**src/rtl/psv_pkg.sv**
```systemverilog
package psv_pkg;

   typedef enum logic [1:0] {
      ST_POWER_LOW = 2'd0,
      ST_STRETCH   = 2'd1,
      ST_ACTIVE    = 2'd2,
      ST_DROPOUT   = 2'd3
   } psv_state_e;

   localparam int unsigned FLAG_RISE = 0;
   localparam int unsigned FLAG_FALL = 1;
   localparam int unsigned FLAG_EXT  = 2;
   localparam int unsigned FLAG_CMD  = 3;
   localparam int unsigned FLAG_N    = 4;

endpackage

```
**src/rtl/psv_sync.sv**
```systemverilog
module psv_sync #(
   parameter int unsigned WIDTH  = 4,
   parameter int unsigned STAGES = 2
) (
   input  logic             clk_i,
   input  logic             arst_ni,
   input  logic [WIDTH-1:0] d_i,
   output logic [WIDTH-1:0] q_o
);

   generate
      if (WIDTH < 1) begin : g_bad_width
         $error("psv_sync: WIDTH must be at least 1");
      end

      if (STAGES == 0) begin : g_bypass
         assign q_o = d_i;
      end else begin : g_chain
         logic [WIDTH-1:0] stage_q [STAGES];

         always_ff @(posedge clk_i or negedge arst_ni) begin
            if (!arst_ni) begin
               for (int i = 0; i < int'(STAGES); i++) begin
                  stage_q[i] <= '0;
               end
            end else begin
               stage_q[0] <= d_i;
               for (int i = 1; i < int'(STAGES); i++) begin
                  stage_q[i] <= stage_q[i-1];
               end
            end
         end

         assign q_o = stage_q[STAGES-1];
      end
   endgenerate

endmodule

```
**src/rtl/psv_stretch_timer.sv**
```systemverilog
module psv_stretch_timer #(
   parameter int unsigned BASE_CYCLES = 20,
   parameter int unsigned EXT_SHIFT   = 1
) (
   input  logic clk_i,
   input  logic arst_ni,
   input  logic load_i,
   input  logic ext_sel_i,
   input  logic run_i,
   output logic done_o
);

   localparam int unsigned LEN_BASE = BASE_CYCLES;
   localparam int unsigned LEN_EXT  = BASE_CYCLES << EXT_SHIFT;
   localparam int unsigned CNT_W    = $clog2(LEN_EXT + 1);
   localparam logic [CNT_W-1:0] LAST_BASE = CNT_W'(LEN_BASE - 1);
   localparam logic [CNT_W-1:0] LAST_EXT  = CNT_W'(LEN_EXT - 1);

   logic [CNT_W-1:0] cnt_q;
   logic             ext_q;
   logic [CNT_W-1:0] last_cnt;

   generate
      if (BASE_CYCLES < 1) begin : g_bad_base
         $error("psv_stretch_timer: BASE_CYCLES must be at least 1");
      end
      if (EXT_SHIFT > 4) begin : g_bad_shift
         $error("psv_stretch_timer: EXT_SHIFT must be 0 to 4");
      end
   endgenerate

   assign last_cnt = ext_q ? LAST_EXT : LAST_BASE;
   assign done_o   = run_i && (cnt_q == last_cnt);

   always_ff @(posedge clk_i or negedge arst_ni) begin
      if (!arst_ni) begin
         cnt_q <= '0;
         ext_q <= 1'b0;
      end else if (load_i) begin
         cnt_q <= '0;
         ext_q <= ext_sel_i;
      end else if (run_i && !done_o) begin
         cnt_q <= cnt_q + 1'b1;
      end
   end

endmodule

```
**src/rtl/psv_ctrl.sv**
```systemverilog
module psv_ctrl
   import psv_pkg::*;
(
   input  logic       clk_i,
   input  logic       arst_ni,
   input  logic       rise_s_i,
   input  logic       fall_s_i,
   input  logic       timer_done_i,
   output logic       timer_load_o,
   output logic       timer_run_o,
   output logic       drop_o,
   output psv_state_e state_o
);

   psv_state_e state_q, state_d;

   always_comb begin
      state_d      = state_q;
      timer_load_o = 1'b0;
      timer_run_o  = 1'b0;
      drop_o       = 1'b0;
      unique case (state_q)
         ST_POWER_LOW: begin
            if (rise_s_i) begin
               state_d      = ST_STRETCH;
               timer_load_o = 1'b1;
            end
         end
         ST_STRETCH: begin
            if (!rise_s_i) begin
               state_d = ST_POWER_LOW;
            end else begin
               timer_run_o = 1'b1;
               if (timer_done_i) begin
                  state_d = ST_ACTIVE;
               end
            end
         end
         ST_ACTIVE: begin
            if (!fall_s_i) begin
               state_d = ST_DROPOUT;
               drop_o  = 1'b1;
            end
         end
         ST_DROPOUT: begin
            state_d = ST_POWER_LOW;
         end
         default: state_d = ST_POWER_LOW;
      endcase
   end

   always_ff @(posedge clk_i or negedge arst_ni) begin
      if (!arst_ni) begin
         state_q <= ST_POWER_LOW;
      end else begin
         state_q <= state_d;
      end
   end

   assign state_o = state_q;

endmodule

```
**src/rtl/psv_status.sv**
```systemverilog
module psv_status (
   input  logic clk_i,
   input  logic arst_ni,
   input  logic active_i,
   input  logic cmd_s_i,
   input  logic drop_i,
   output logic stat_n_o
);

   logic stat_q;

   always_ff @(posedge clk_i or negedge arst_ni) begin
      if (!arst_ni) begin
         stat_q <= 1'b0;
      end else if (drop_i) begin
         stat_q <= 1'b0;
      end else if (active_i && cmd_s_i) begin
         stat_q <= 1'b1;
      end
   end

   assign stat_n_o = stat_q;

endmodule

```
**src/rtl/psv_supervisor.sv**
```systemverilog
module psv_supervisor
   import psv_pkg::*;
#(
   parameter int unsigned BASE_CYCLES = 400000,
   parameter int unsigned EXT_SHIFT   = 1,
   parameter int unsigned SYNC_STAGES = 2
) (
   input  logic clk_i,
   input  logic arst_ni,
   input  logic rise_ok_i,
   input  logic fall_ok_i,
   input  logic ext_div_i,
   input  logic pwr_cmd_i,
   output logic por_o,
   output logic deact_req_o,
   output logic stat_n_o
);

   generate
      if (SYNC_STAGES > 8) begin : g_bad_sync
         $error("psv_supervisor: SYNC_STAGES must be 0 to 8");
      end
   endgenerate

   logic [FLAG_N-1:0] flags_raw, flags_s;
   logic rise_s, fall_s, ext_s, pwr_s;
   logic timer_load, timer_run, timer_done, drop;
   psv_state_e state;

   always_comb begin
      flags_raw            = '0;
      flags_raw[FLAG_RISE] = rise_ok_i;
      flags_raw[FLAG_FALL] = fall_ok_i;
      flags_raw[FLAG_EXT]  = ext_div_i;
      flags_raw[FLAG_CMD]  = pwr_cmd_i;
   end

   psv_sync #(
      .WIDTH  (FLAG_N),
      .STAGES (SYNC_STAGES)
   ) u_sync (
      .clk_i   (clk_i),
      .arst_ni (arst_ni),
      .d_i     (flags_raw),
      .q_o     (flags_s)
   );

   assign rise_s = flags_s[FLAG_RISE];
   assign fall_s = flags_s[FLAG_FALL];
   assign ext_s  = flags_s[FLAG_EXT];
   assign pwr_s  = flags_s[FLAG_CMD];

   psv_ctrl u_ctrl (
      .clk_i        (clk_i),
      .arst_ni      (arst_ni),
      .rise_s_i     (rise_s),
      .fall_s_i     (fall_s),
      .timer_done_i (timer_done),
      .timer_load_o (timer_load),
      .timer_run_o  (timer_run),
      .drop_o       (drop),
      .state_o      (state)
   );

   psv_stretch_timer #(
      .BASE_CYCLES (BASE_CYCLES),
      .EXT_SHIFT   (EXT_SHIFT)
   ) u_timer (
      .clk_i     (clk_i),
      .arst_ni   (arst_ni),
      .load_i    (timer_load),
      .ext_sel_i (ext_s),
      .run_i     (timer_run),
      .done_o    (timer_done)
   );

   psv_status u_status (
      .clk_i    (clk_i),
      .arst_ni  (arst_ni),
      .active_i (state == ST_ACTIVE),
      .cmd_s_i  (pwr_s),
      .drop_i   (drop),
      .stat_n_o (stat_n_o)
   );

   assign por_o       = (state == ST_POWER_LOW) || (state == ST_STRETCH);
   assign deact_req_o = (state == ST_DROPOUT);

endmodule

```
**config.mk**
```make
export PLATFORM = sky130hd
export DESIGN_NAME = psv_supervisor
export DESIGN_NICKNAME = d
export VERILOG_FILES = /design/src/rtl/psv_pkg.sv /design/src/rtl/psv_sync.sv /design/src/rtl/psv_stretch_timer.sv /design/src/rtl/psv_ctrl.sv /design/src/rtl/psv_status.sv /design/src/rtl/psv_supervisor.sv
export SDC_FILE = /design/constraint.sdc
export NUM_CORES = 1
export LEC_CHECK = 0
export BUFFER_PORTS_ARGS = -buffer_cell sky130_fd_sc_hd__clkbuf_2
export CORE_ASPECT_RATIO = 1.75
export CORE_MARGIN = 2
export CORE_UTILIZATION = 50
export DETAILED_ROUTE_END_ITERATION = 7
export PLACE_DENSITY_LB_ADDON = 0.3
export SLEW_MARGIN = 20
export SYNTH_ARGS = -nofsm -noshare
export SYNTH_HDL_FRONTEND = slang
export SYNTH_SLANG_ARGS = --single-unit
```
**constraint.sdc**
```tcl
create_clock -name clk_i -period 1.6 [get_ports clk_i]
set_clock_uncertainty 0.05 [all_clocks]
set_input_delay 0.16 -clock clk_i [delete_from_list [all_inputs] [get_ports clk_i]]
set_output_delay 0.16 -clock clk_i [all_outputs]
set_load 0.05 [all_outputs]
```
==> results.sh <==
export IMPL_outcome="finished with violations"
export IMPL_violations="negative setup slack"
export IMPL_netlist_instances=146
export IMPL_fin_ws_ns=-0.2251
export IMPL_drive_above_1_share=0.4067
export IMPL_wl_met2_mm=2.358
export IMPL_start_util=0.5140
export IMPL_clockBufferDepth=2
export IMPL_rsz0062_at_grt="true"
export IMPL_min_period_over_period=1.141
export IMPL_ant_nets=0
export IMPL_cts_sinks=32
export IMPL_place_congestion=0.8998
export IMPL_ir_drop_v=0.0007971
export IMPL_cp_slowest_cell="dfrtp_1"
export IMPL_core_area_sq_um=2863
export IMPL_cts_tree="done"
export IMPL_vias_per_cell=5.975
export IMPL_cts_buffers=5
export IMPL_fmax_mhz=547.9
export IMPL_drcViolationCount=0
export IMPL_wl_per_cell_um=17.49
export IMPL_met3_length_um=152
export IMPL_ys_ff_latch=32
export IMPL_dp_hpwl_mm=2.583
export IMPL_hold_slack_ns=0.2999
export IMPL_die_area_sq_um=3410
export IMPL_p_per_area_nw_per_um2=875.4
export IMPL_port_buffers=8
export IMPL_cp_start_kind="flop"
export IMPL_min_period_ns=1.825
export IMPL_drtPass1Iterations=4
export IMPL_final_cell_mix="buf_4 (41), dfrtp_1 (32), nor2_1 (17)"
export IMPL_cts_root_buf="clkbuf_8"
export IMPL_slowest_delay_ns=0.39
export IMPL_path_cells="nor4bb_2 > nand4_1 > o31ai_4 > buf_6 > nand3_2 > o21ai_2"
export IMPL_finalSetupViolations=19
export IMPL_clk_pin_slew_ns=0.07
export IMPL_critPathLaunch="u_timer.cnt_q[8]"
export IMPL_critPathArrivalTime_ns=1.98
export IMPL_layout_commonest_cell="buf_4"
export IMPL_grt_pass1_wl_mm=6.465
export IMPL_grtUsageTotal=0.2719
export IMPL_end_kind="flop"
export IMPL_hp_class="reg2reg"
export IMPL_tightestPinTransition_ns=0.4982
export IMPL_wl_met1_mm=1.486
export IMPL_drtIter0Drc=67
export IMPL_overflow=0
export IMPL_utilization=0.7609
export IMPL_synth_top_flop_cell="dfrtp_1"
export IMPL_synthToLayoutAreaGrowth_pct=48.04
export IMPL_ys_async_sr_fraction=1.000
export IMPL_required_ns=1.76
export IMPL_n_antenna_cell=0
export IMPL_final_setup_tns_ns=-2.411
export IMPL_rr_startpoint="u_timer.cnt_q[8]"
export IMPL_fp_row_count=26
export IMPL_drv_slew=0
export IMPL_clock_latency_ns=0.29
export IMPL_synth_edf_count=0
export IMPL_num_vias=1416
export IMPL_worstHoldStart="u_sync.g_chain.stage_q[6]"
export IMPL_syn_area_sq_um=1471
export IMPL_grt_pass1_vias=1406
export IMPL_pre_cts_ws_ns=-0.1996
export IMPL_synth_fp_nets=153
export IMPL_relSlewSlack=0.6669
export IMPL_critPathKind="reg2reg"
export IMPL_synth_cell_type_count=38
export IMPL_highest_layer="met4"
export IMPL_grt_max_degree=33
export IMPL_die_h_um=75.76
export IMPL_leakage_nw=1.024
export IMPL_htreeDepth=2
export IMPL_die_x_um=45.01
export IMPL_antenna_found_initial=0
export IMPL_yosysSeqAreaShare=0.5442
export IMPL_fin_nets=215
export IMPL_power_w=0.001907
export IMPL_worstPathMaxFanout=8
export IMPL_finalHoldViolCount=0
export IMPL_yosys_warnings=0
export IMPL_avgSynthCellArea_sq_um=10.08
export IMPL_max_cap_viol_count=0
export IMPL_routed_wl_mm=4.144
export IMPL_pin_count=9
-- cell type report --
class                      count  area (sq um)
tap                           28         35.03
sequential                    32         800.8
timing repair buffer          58         442.9
multi-input combinational    108         777.0
clock inverter                 2         35.03
inverter                       3         15.01
fill                         169         684.4
clock buffer                   6         72.57
-- routing by layer --
layer,GRT usage,vias up
met5,0,-
met4,0.1732,0
met3,0.07346,15
met2,0.4730,42
met1,0.2773,699
li1,-,660
-- repair_timing --
action,CTS,global route
resized for setup,11,17
pin swaps,8,10
hold buffers,5,0
setup endpoints to repair,20,22
cloned,0,0
endpoints found under the hold margin,36,0
setup buffers,6,3
-- power breakdown --
group          internal [W]  switching, W
sequential         0.000850     0.0000321
combinational      0.000120      0.000148
clock              0.000462      0.000296
total               0.00143      0.000476
-- sequential cells by signal (all words and copies together), names as in the netlist, named ones only --
register,count
u_sync.q_o,4
u_timer.cnt_q,20
u_sync.g_chain.stage_q,4
u_ctrl.state_o,1
u_status.stat_n_o,1
u_timer.ext_q,1
-- stage by stage --
stage,area (sq um),cells
3_3_place_gp,1826,215
3_5_place_dp,1826,215
2_1_floorplan,1496,146
6_report,2178,237
5_1_grt,2178,237
4_1_cts,2083,234
-- cells by family (layout without fill, tap and decap cells) --
family | Yosys count | after routing | share of synthesized area
AND/OR/NAND/NOR | 74 | 74 | 0.2619
flip-flops | 32 | 32 | 0.5442
AO/OA/AOI/OAI | 22 | 22 | 0.1020
XOR/XNOR | 10 | 10 | 0.05953
buffers and inverters | 6 | 69 | 0.01700
adder cells (fa/ha/maj) | 1 | 1 | 0.008502
multiplexers | 1 | 1 | 0.006803
-- critical path: cells and delay by family (launching register included) --
kind | cells | cell delay, ns
buffers and inverters | 1 | 0.19
AOI/OAI and AO/OA | 2 | 0.46
and+or+nand+nor | 3 | 0.66
DFF | 1 | 0.39
-- Yosys cell counts (2+ instances only) --
cell type / instances / share of area
a31oi_1: 2 / 0.0085
nor4_1: 2 / 0.0085
nand3_1: 14 / 0.048
nand4_1: 5 / 0.021
o21ai_0: 5 / 0.017
xnor2_1: 2 / 0.012
a21oi_1: 2 / 0.0068
dfrtp_1: 32 / 0.54
nor3_1: 3 / 0.010
nand2_1: 16 / 0.041
o211ai_1: 3 / 0.015
and3_1: 3 / 0.013
inv_1: 3 / 0.0077
or4_1: 2 / 0.010
xor2_1: 8 / 0.048
nor2_1: 18 / 0.046
o31ai_1: 5 / 0.026
-- worst paths after layout --
path                                     end  cells past startpoint  slack, ns
max in group asynchronous   u_timer.cnt_q[5]                      3       0.83
min reg2reg                    u_sync.q_o[2]                      0       0.30
max reg2reg                 u_timer.cnt_q[0]                      6      -0.23
min                            u_sync.q_o[2]                      0       0.30
min in group asynchronous  u_timer.cnt_q[13]                      3       0.37
max                         u_timer.cnt_q[0]                      6      -0.23
Power figures use the tool's default switching activity.
